### src/rtl/irqagg_pkg.sv
package irqagg_pkg;

  typedef enum logic [1:0] {
    GRP_GLOBAL = 2'd0,
    GRP_LINE   = 2'd1,
    GRP_FRAMER = 2'd2,
    GRP_LINK   = 2'd3
  } grp_e;

  localparam int unsigned NGRP = 4;

  typedef struct packed {
    logic lvl;
    logic oe;
  } pin_t;

  // Group owning status register idx out of nreg registers.
  function automatic grp_e grp_of(int unsigned idx, int unsigned nreg);
    if (idx == 0)             return GRP_GLOBAL;
    else if (idx == 1)        return GRP_LINE;
    else if (idx == nreg - 1) return GRP_LINK;
    else                      return GRP_FRAMER;
  endfunction

  // cfg[0]: float when idle, cfg[1]: active-low.
  function automatic pin_t pin_drive(logic [1:0] cfg, logic act);
    pin_t p;
    p.oe  = act | ~cfg[0];
    p.lvl = act ^ cfg[1];
    return p;
  endfunction

endpackage

### src/rtl/irqagg_status.sv
module irqagg_status #(
  parameter int unsigned NREG = 11,
  parameter int unsigned W    = 8,
  parameter int unsigned AW   = 4
) (
  input  logic              clk,
  input  logic              rst_n,
  input  logic [NREG*W-1:0] evt_i,
  input  logic              rd_stb_i,
  input  logic [AW-1:0]     rd_addr_i,
  output logic [NREG*W-1:0] sts_o,
  output logic [NREG-1:0]   clr_sel_o,
  output logic [W-1:0]      rd_data_o
);

  logic [W-1:0] q [NREG];

  for (genvar r = 0; r < NREG; r++) begin : g_reg
    logic [W-1:0] nxt;
    assign clr_sel_o[r] = rd_stb_i && (rd_addr_i == AW'(r));
    // set wins over clear on the same bit
    assign nxt = (q[r] & {W{~clr_sel_o[r]}}) | evt_i[r*W +: W];
    always_ff @(posedge clk) begin
      if (!rst_n) q[r] <= '0;
      else        q[r] <= nxt;
    end
    assign sts_o[r*W +: W] = q[r];
  end

  always_comb begin
    rd_data_o = '0;
    for (int r = 0; r < NREG; r++) begin
      if (rd_addr_i == AW'(r)) rd_data_o = q[r];
    end
  end

endmodule

### src/rtl/irqagg_gate.sv
module irqagg_gate
  import irqagg_pkg::*;
#(
  parameter int unsigned NREG = 11,
  parameter int unsigned W    = 8
) (
  input  logic [NREG*W-1:0] sts_i,
  input  logic [NREG*W-1:0] bit_en_i,
  input  logic [NGRP-1:0]   grp_en_i,
  output logic [NGRP-1:0]   grp_pend_o,
  output logic              pend_o
);

  logic [NREG-1:0] reg_pend;

  for (genvar r = 0; r < NREG; r++) begin : g_mask
    localparam grp_e G = grp_of(r, NREG);
    logic [W-1:0] masked;
    assign masked      = sts_i[r*W +: W] & bit_en_i[r*W +: W] & {W{grp_en_i[G]}};
    assign reg_pend[r] = |masked;
  end

  always_comb begin
    grp_pend_o = '0;
    for (int r = 0; r < NREG; r++) begin
      grp_pend_o[grp_of(r, NREG)] = grp_pend_o[grp_of(r, NREG)] | reg_pend[r];
    end
  end

  assign pend_o = |grp_pend_o;

endmodule

### src/rtl/irqagg_pin.sv
module irqagg_pin
  import irqagg_pkg::*;
(
  input  logic       clk,
  input  logic       rst_n,
  input  logic       pend_i,
  input  logic [1:0] cfg_i,
  output logic       act_o,
  output logic       irq_o,
  output logic       irq_oe_o
);

  pin_t drv;

  always_ff @(posedge clk) begin
    if (!rst_n) act_o <= 1'b0;
    else        act_o <= pend_i;
  end

  assign drv      = pin_drive(cfg_i, act_o);
  assign irq_o    = drv.lvl;
  assign irq_oe_o = drv.oe;

endmodule

### src/rtl/irqagg_top.sv
module irqagg_top
  import irqagg_pkg::*;
#(
  parameter int unsigned W    = 8,
  parameter int unsigned NFRM = 8,
  localparam int unsigned NREG = NFRM + 3,
  localparam int unsigned AW   = $clog2(NREG),
  localparam int unsigned NB   = NREG * W
) (
  input  logic          clk,
  input  logic          rst_n,
  input  logic [NB-1:0] evt_i,
  input  logic [NB-1:0] bit_en_i,
  input  logic [3:0]    grp_en_i,
  input  logic [1:0]    pin_cfg_i,
  input  logic          rd_stb_i,
  input  logic [AW-1:0] rd_addr_i,
  output logic [W-1:0]  rd_data_o,
  output logic          irq_o,
  output logic          irq_oe_o
);

  logic [NB-1:0]   sts;
  logic [NREG-1:0] clr_sel;
  logic [NGRP-1:0] grp_pend;
  logic            pend;
  logic            act;

  irqagg_status #(.NREG(NREG), .W(W), .AW(AW)) u_status (
    .clk       (clk),
    .rst_n     (rst_n),
    .evt_i     (evt_i),
    .rd_stb_i  (rd_stb_i),
    .rd_addr_i (rd_addr_i),
    .sts_o     (sts),
    .clr_sel_o (clr_sel),
    .rd_data_o (rd_data_o)
  );

  irqagg_gate #(.NREG(NREG), .W(W)) u_gate (
    .sts_i      (sts),
    .bit_en_i   (bit_en_i),
    .grp_en_i   (grp_en_i),
    .grp_pend_o (grp_pend),
    .pend_o     (pend)
  );

  irqagg_pin u_pin (
    .clk      (clk),
    .rst_n    (rst_n),
    .pend_i   (pend),
    .cfg_i    (pin_cfg_i),
    .act_o    (act),
    .irq_o    (irq_o),
    .irq_oe_o (irq_oe_o)
  );

endmodule

### config.mk
export PLATFORM = sky130hd
export DESIGN_NAME = irqagg_top
export DESIGN_NICKNAME = d
export VERILOG_FILES = /design/src/rtl/irqagg_pkg.sv /design/src/rtl/irqagg_status.sv /design/src/rtl/irqagg_gate.sv /design/src/rtl/irqagg_pin.sv /design/src/rtl/irqagg_top.sv
export SDC_FILE = /design/constraint.sdc
export NUM_CORES = 1
export LEC_CHECK = 0
export BUFFER_PORTS_ARGS = -buffer_cell sky130_fd_sc_hd__clkbuf_2
export CAP_MARGIN = 25
export CORE_MARGIN = 1.5
export CORE_UTILIZATION = 25
export DETAILED_ROUTE_END_ITERATION = 16
export PLACE_DENSITY = 0.48
export SETUP_SLACK_MARGIN = 0.2
export SLEW_MARGIN = 10
export SYNTH_ARGS = -nofsm -noshare
export SYNTH_HDL_FRONTEND = slang
export SYNTH_HIERARCHICAL = 1
export SYNTH_SLANG_ARGS = --single-unit
### constraint.sdc
create_clock -name clk -period 2.7 [get_ports clk]
set_input_delay 0.135 -clock clk [delete_from_list [all_inputs] [get_ports clk]]
set_output_delay 0.135 -clock clk [all_outputs]
set_load 0.03 [all_outputs]
==> flow_summary.yaml <==
timing:
  period_minus_slack_ns: 2.35
  finClkSkew_ns: 0.00329
  worstMarginPinSlew_ns: 0.812
  fin_tns_setup_ns: 0
  slew_headroom_pct: 45.8
  setup_viol: 0
  finalMaxSlewViolations: 0
  finalHoldViolCount: 0
  finalCritPeriodShare_pct: 87.0
  max_freq_mhz: 426
  rsz0062_at_grt: "false"
grt:
  grt_overflow_total: 0
  grt_use_total_pct: 20.6
  antenna_found_initial: 0
  grt_pass1_vias: 4539
  grt_pass1_wl_um: 26900
  grt_max_degree: 47
floorplanning:
  chipHeight_um: 135
  rows: 48
  ios: 199
  initial_utilization_pct: 25.4
  die_area_um2: 18300
  core_area_um2: 17200
  die_width_um: 135
cells_and_area:
  layout.cells.most_common: "clkbuf_2"
  final_cell_mix: "198 x clkbuf_2, 97 x nor2b_1, 94 x a21oi_1, 89 x dfxtp_1, 20 x a22oi_1"
  num-fill-cells: 1843
  drive_gt1_share_pct: 36.2
  final_cell_area_um2: 5950
  multi_input_area_um2: 2440
  nNetsFinal: 870
  area_growth_pct: 35.9
  antenna_cells: 0
  regArea_um2: 1780
route:
  antenna_left: 0
  drt_iter0_markers: 318
  routed_wirelength_um: 18700
  post_drt_via_cell_ratio: 4.99
  detail_route.first_pass.iterations: 5
  route.detailed.wl_per_inst_um: 20.6
  vias: 4550
  drcViolationCount: 0
power:
  total_leakage_power_nw: 2.62
  vdd_drop_max_mv: 0.313
  p_per_area_nw_per_um2: 591
clocking:
  cts_buffer_depth: 2
  cts.clk_slew.worst_paths_ns: 0.06
  cts_tree: "yes"
  postCtsSetupBuffers: 0
  cts.sinks: 89
  clockRootBuffer: "clkbuf_16"
  cts_buffers: 9
  cts_max_level: 3
  worstSkewPairLatency_ns: 0.35
worst_setup_path:
  cp_data_required_time_ns: 2.95
  cp-start-kind: "flop"
  crit_arrival_ns: 2.60
  worstPathMaxFanout: 3
  critPathCaptureType: "flop"
  crit_type: "reg -> reg"
placed_design:
  port_buffers: 198
  placed_cell_area_um2: 5610
  hpwl_um: 15300
  gp_congestion: 0.899
yosys:
  ys_warn_count: 6
  synth_nets: 674
  syn_area_um2: 4380
  syn_avg_cell_area_um2: 9.03
  synthCells: 485
hold_path:
  hold_class: "in -> reg"
job:
  drv_cap: 0
run_status:
  status: "finished clean"
[layer usage]
| metal | global-route usage (%) | routed length, µm | share of wire [%] |
|---|---|---|---|
| met1 | 26.9 | 8280 | 44 |
| met2 | 32.9 | 8580 | 46 |
| met3 | 4.71 | 1430 | 7.6 |
| met4 | 7.65 | 431 | 2.3 |
| met5 | 0 | 0 | 0 |
[critical path: stages, from the launching register on]
cell	delay (ns)
dfxtp_1	0.35
a22oi_1	0.21
nand2_1	0.14
or3_1	0.39
or4_1	0.60
a2111o_1	0.42
and2_1	0.13
[what timing repair did]
item | CTS | global route
resized for setup | 0 | 1
hold buffers | 1 | 0
endpoints found under the hold margin | 1 | 0
endpoints found under the setup margin | 0 | 1
[path summary, 6_finish.rpt]
| check | cells after the start | startpoint | end | slack (ns) |
|---|---|---|---|---|
| setup / recovery | 6 | u_status/q[2][0]$_SDFF_PN0_ | u_pin/act_o$_SDFF_PN0_ | 0.35 |
| hold / removal | 3 | evt_i[62] | u_status/q[3][14]$_SDFF_PN0_ | 0.009 |
| setup reg to reg | 6 | u_status/q[2][0]$_SDFF_PN0_ | u_pin/act_o$_SDFF_PN0_ | 0.35 |
| hold reg to reg | 2 | u_status/q[2][2]$_SDFF_PN0_ | u_status/q[2][2]$_SDFF_PN0_ | 0.53 |
[final cells by class]
cell class | count | area share [%]
inverter | 6 | 0.378
clock buffer | 11 | 4.25
clock inverter | 5 | 1.30
timing repair buffer | 210 | 18.4
multi-input combinational | 365 | 41.0
sequential | 89 | 29.9
tap | 225 | 4.73
[metrics by stage]
stage | power [mW] | instances | worst slack (ns) | hold WS [ns] | util [%]
final | 3.52 | 911 | 0.350 | 0.00864 | 34.5
after global routing | 3.66 | 911 | 0.256 | 0.0108 | 34.5
after CTS | 3.55 | 911 | 0.303 | 0.00125 | 34.5
after detailed placement | 2.15 | 894 | 0.315 | 0.367 | 32.5
after global placement | 2.15 | 894 | 0.309 | 0.362 | 32.5
after floorplan | 1.84 | 485 | 0.693 | 0.262 | -
[where the power goes]
group | internal, mW | switching [mW] | total (mW)
Sequential | 1.41 | 0.108 | 1.52
Combinational | 0.297 | 0.312 | 0.609
Clock | 0.858 | 0.531 | 1.39
Total | 2.57 | 0.951 | 3.52
[sequential cells by signal, indices dropped and copies added (netlist names)]
name / flops
u_pin/act_o: 1
u_status/q: 88
Note: power is estimated with default switching activity, not from simulation.
